==> config.mk <==
export PLATFORM = sky130hd
export DESIGN_NAME = spi_pot_decoder
export DESIGN_NICKNAME = d
export VERILOG_FILES = /design/src/rtl/spi_pot_decoder.sv
export SDC_FILE = /design/constraint.sdc
export NUM_CORES = 1
export LEC_CHECK = 0
export CORE_MARGIN = 5
export CORE_UTILIZATION = 35
export DETAILED_ROUTE_END_ITERATION = 7
export PLACE_DENSITY = 0.67
export SLEW_MARGIN = 20
export SYNTH_ARGS = -nofsm -noshare
export SYNTH_HDL_FRONTEND = slang
export SYNTH_SLANG_ARGS = --single-unit
==> constraint.sdc <==
create_clock -name clk -period 4.1 [get_ports clk]
set_input_delay 0.615 -clock clk [delete_from_list [all_inputs] [get_ports clk]]
set_output_delay 0.615 -clock clk [all_outputs]
set_load 0.02 [all_outputs]
==> src/rtl/spi_pot_decoder.sv <==
module spi_pot_decoder #(
  parameter logic [3:0] DEV_TYPE = 4'b0101
) (
  input  logic       clk,
  input  logic       rst_n,
  input  logic       cs_n,
  input  logic       sck,
  input  logic       si,
  input  logic       hold_n,
  input  logic [1:0] addr_pins,
  input  logic [7:0] wiper_pos,
  input  logic [7:0] reg_rdata,
  input  logic       write_busy,
  output logic       so_d,
  output logic       so_oe,
  output logic       wiper_load,
  output logic       wiper_up,
  output logic       wiper_down,
  output logic       xfer_to_wiper,
  output logic       xfer_to_reg,
  output logic       reg_write,
  output logic [3:0] reg_addr,
  output logic [7:0] wdata
);

  localparam logic [4:0] ID_LAST  = 5'd7;
  localparam logic [4:0] INS_LAST = 5'd15;
  localparam logic [4:0] DAT_LAST = 5'd23;
  localparam logic [4:0] LEN2     = 5'd16;
  localparam logic [4:0] LEN3     = 5'd24;

  localparam logic [3:0] OP_RD_WIPER = 4'b1001;
  localparam logic [3:0] OP_WR_WIPER = 4'b1010;
  localparam logic [3:0] OP_RD_REG   = 4'b1011;
  localparam logic [3:0] OP_WR_REG   = 4'b1100;
  localparam logic [3:0] OP_REG2WIP  = 4'b1101;
  localparam logic [3:0] OP_WIP2REG  = 4'b1110;
  localparam logic [3:0] OP_STEP     = 4'b0010;
  localparam logic [3:0] OP_STATUS   = 4'b0101;

  logic [3:0] in_m, in_s;
  logic       sck_d, cs_d, sel, paused;
  logic [4:0] cnt;
  logic [6:0] sh;
  logic       id_ok;
  logic [7:0] ins, dat, tx;
  logic [7:0] rd_val;
  logic       is_read;

  wire cs_s   = in_s[3];
  wire sck_s  = in_s[2];
  wire si_s   = in_s[1];
  wire hold_s = in_s[0];

  wire [7:0] nb       = {sh, si_s};
  wire [3:0] op       = ins[7:4];
  wire       bank0    = (ins[1:0] == 2'b00);
  wire       id_match = (nb[7:4] == DEV_TYPE) && (nb[3:2] == 2'b00) && (nb[1:0] == addr_pins);
  wire       cs_fall  = cs_d & ~cs_s;
  wire       cs_rise  = sel & cs_s & ~cs_d;
  wire       sck_rise = sel & ~paused & sck_s & ~sck_d;
  wire       sck_fall = sel & ~paused & ~sck_s & sck_d;
  wire       stepping = id_ok && (op == OP_STEP) && (cnt >= LEN2);

  assign reg_addr = {ins[1:0], ins[3:2]};
  assign wdata    = dat;
  assign so_d     = tx[7];
  assign so_oe    = sel & ~paused;

  always_comb begin
    is_read = 1'b1;
    rd_val  = 8'h00;
    case (op)
      OP_RD_WIPER: rd_val = wiper_pos;
      OP_RD_REG:   rd_val = reg_rdata;
      OP_STATUS:   rd_val = {7'b0, write_busy};
      default:     is_read = 1'b0;
    endcase
  end

  always_ff @(posedge clk or negedge rst_n) begin
    if (!rst_n) begin
      in_m          <= 4'b0001;
      in_s          <= 4'b0001;
      sck_d         <= 1'b0;
      cs_d          <= 1'b0;
      sel           <= 1'b0;
      paused        <= 1'b0;
      cnt           <= '0;
      sh            <= '0;
      id_ok         <= 1'b0;
      ins           <= '0;
      dat           <= '0;
      tx            <= '0;
      wiper_load    <= 1'b0;
      wiper_up      <= 1'b0;
      wiper_down    <= 1'b0;
      xfer_to_wiper <= 1'b0;
      xfer_to_reg   <= 1'b0;
      reg_write     <= 1'b0;
    end else begin
      in_m  <= {cs_n, sck, si, hold_n};
      in_s  <= in_m;
      sck_d <= sck_s;
      cs_d  <= cs_s;

      wiper_load    <= 1'b0;
      wiper_up      <= 1'b0;
      wiper_down    <= 1'b0;
      xfer_to_wiper <= 1'b0;
      xfer_to_reg   <= 1'b0;
      reg_write     <= 1'b0;

      if (cs_s) begin
        sel    <= 1'b0;
        paused <= 1'b0;
      end else begin
        if (cs_d) sel <= 1'b1;
        if (!sck_s) paused <= ~hold_s;
      end

      if (cs_fall) begin
        cnt   <= '0;
        sh    <= '0;
        id_ok <= 1'b0;
        ins   <= '0;
        dat   <= '0;
        tx    <= '0;
      end else if (sck_rise) begin
        sh <= nb[6:0];
        if (cnt != LEN3) cnt <= cnt + 5'd1;
        if (cnt == ID_LAST)  id_ok <= id_match;
        if (cnt == INS_LAST) ins   <= nb;
        if (cnt == DAT_LAST) dat   <= nb;
        if (stepping) begin
          wiper_up   <= si_s;
          wiper_down <= ~si_s;
        end
      end else if (sck_fall) begin
        if (cnt == LEN2 && id_ok && is_read) tx <= rd_val;
        else if (cnt > LEN2)                 tx <= {tx[6:0], 1'b0};
      end

      if (cs_rise && id_ok) begin
        wiper_load    <= (op == OP_WR_WIPER) && (cnt == LEN3);
        reg_write     <= (op == OP_WR_REG)   && (cnt == LEN3);
        xfer_to_wiper <= (op == OP_REG2WIP)  && (cnt >= LEN2) && bank0;
        xfer_to_reg   <= (op == OP_WIP2REG)  && (cnt >= LEN2) && bank0;
      end
    end
  end

endmodule

==> metrics <==
endpoints failing hold 0; net switching power of the design around 0.21 mW; CP max FO 6; Layout Nets 311; ys flop type dfrtp_1; clk slew on worst S/H paths 0.09 ns; CTS tree built; flops & latches, synth 55; Min Hold Slack 0.2875 ns; Site Rows 30; grt ovf 0; vias approximately 1800; min Tclk post-route 2.135 ns; first-pass GRT wire length 9066 microns; Clk network pwr share a little under a third; Syn Std Cell Area 0.002507 sq mm; Starting Density 36.50%; Comb pwr share 7.5%; Slew Viols, Final 0; max layer used met4; H-tree levels 2; Achievable Freq 0.4683 GHz; routed vias/inst 4.776; # diodes 0; Max Cap Violations 0; met3 routed WL between 300 and 400 microns; share of cells above drive strength 1 under 10%; Die Width approximately 95 microns; clock buffer depth 2; Clock Sinks 55; vias in the first global route 1872; antenna-violating nets left 0; Least-Margin Pin Slew 0.5721 ns; syn nets 272; core area between 0.006 and 0.007 sq mm; die height 94.64 microns; Critical Path Start Type flop; Setup Skew slightly below 0.009 ns; flop2flop setup slack 2.01 ns; hold_buf cts 0; initial antenna violation count 0; cts bufs inserted 5; routed length per instance 13.91 microns; RR Endpoint tx[6]; routability cong. 0.7544; Worst EP required 3.48 ns; R2R Path Start ins[5]; root buffer cell clkbuf_8; register area share after synthesis 54.99%; CP Class flop to output port; # setup viols final 0; Seq pwr share 61.2%; Final Cell Area 0.003110 sq mm; pwr/cell area between 200 and 300 mW/mm^2; Total GRT Usage 12.68%; yosys warns 0; Residual DRC 0; detailed placer's ending HPWL 3690 microns; die area 0.008957 sq mm; static leakage 1.323 nW; area post-placement 0.003029 sq mm; Area Overhead vs Synth 24.05%; Unique masters post-synth 39; port bufs 44; Worst slew margin 61.86%; WL final about 5300 microns; Worst Hold Class primary input to asynchronous set/reset pin; Avg Inst Size Synth 10.28 sq um; CP arrival roughly 1.5 ns; cts repair resizes 0; internal power 0.7083 mW; DR iter-0 viols 91; Syn Inst Count 244; Post-CTS Setup Inserts 0; DRT Pass-1 Iters 4; R2R depth 4; met2 routed WL roughly 2200 microns; Clk Latency, worst-skew pair 0.31 ns; Setup crit end so_oe; asr flop ratio synth 100.0%; status finished clean; CP Capture Type output port; Peak VDD IR about 0.00016 V; EDFF count, synth 0; IO Pins 45; source of the critical timing path sel; RSZ-0062 raised after global routing false; fin crit share 52.08%; TNS Setup 0 ns; M1 WL between 2000 and 3000 microns; switching part of the total 23.13%; largest net degree at the start of global routing 32
==> worst min-delay path by stage <==
stage                        from  depth (start not counted)          to  slack [ns]
after floorplan             rst_n                          0      cnt[0]        0.32
after global placement    in_m[1]                          0     in_s[1]        0.33
after detailed placement  in_m[1]                          0     in_s[1]        0.33
after CTS                   rst_n                          1  wiper_load        0.31
after global routing        rst_n                          1       tx[7]        0.34
final                       rst_n                          1  wiper_load        0.29
==> power groups by stage <==
stage | clock network (mW) | logic [mW] | registers [mW]
floorplan | 0 | 0.0301 | 0.570
global placement | 0 | 0.0699 | 0.574
detailed placement | 0 | 0.0707 | 0.575
CTS | 0.299 | 0.0710 | 0.564
global route | 0.318 | 0.0792 | 0.566
finish | 0.288 | 0.0692 | 0.564
==> Yosys cell counts, drive strengths merged, types with 2 or more instances <==
cell / instances / area (sq um)
dfrtp: 53 / 1326
nand2: 36 / 135.1
nor2: 27 / 101.4
mux2i: 23 / 230.2
a21oi: 17 / 85.08
nand3: 14 / 70.07
clkbuf: 9 / 33.78
o22ai: 7 / 43.79
buf: 6 / 37.54
inv: 6 / 22.52
nand2b: 4 / 25.02
xor2: 4 / 35.03
ha: 3 / 37.54
nand4: 3 / 18.77
nor4: 3 / 18.77
or3b: 3 / 28.78
and3: 2 / 12.51
dfstp: 2 / 52.55
nand4bb: 2 / 22.52
nor2b: 2 / 12.51
nor3: 2 / 10.01
==> metrics by stage <==
step	setup WS (ns)	util [%]	std cells	power (mW)
2_1_floorplan	2.194	-	244	0.5996
3_3_place_gp	2.060	44.10	372	0.6440
3_5_place_dp	2.003	44.10	372	0.6454
4_1_cts	1.912	45.28	380	0.9342
5_1_grt	1.857	45.28	380	0.9633
6_report	1.965	45.28	380	0.9214
==> critical path, stage by stage, from the launching register on <==
cell             delay [ns]
dfrtp_1                0.44
nor2b_1                0.17
clkdlybuf4s50_1        0.61
==> logic make-up after synthesis <==
logic type,count (synthesis),share of synthesized area [%]
simple gates,106,20.96
flops,55,54.99
compound gates,31,7.885
xor+xnor,5,1.746
fa+ha+maj,3,1.497
buf+inv,21,3.743
mux,23,9.182
==> layout by cell type, fill, tap and decap left out, types with 4 or more instances in the layout <==
cell type and count:
mux2i_1 23, o22ai_1 7, nand2b_1 4, clkdlybuf4s50_1 43
clkbuf_8 5, inv_1 6, nor2_1 27, xor2_1 4
a21oi_1 17, nand2_1 36, dfrtp_1 53, nand3_1 14
==> cell type report <==
cell class	count	area, sq um
Clock inverter	1	5.005
Fill cell	641	3759
Timing Repair Buffer	47	457.9
Inverter	6	22.52
Sequential cell	55	1379
Tap cell	96	120.1
Multi-Input combinational cell	168	1050
Clock buffer	7	76.32
==> metal layers <==
layer | track usage (%) | vias to the layer above
met5 | 0 | -
met3 | 3.586 | 5
met1 | 17.90 | 857
met2 | 18.61 | 39
met4 | 4.327 | 0
li1 | - | 914
No activity file was read; power rests on OpenSTA's default activity.
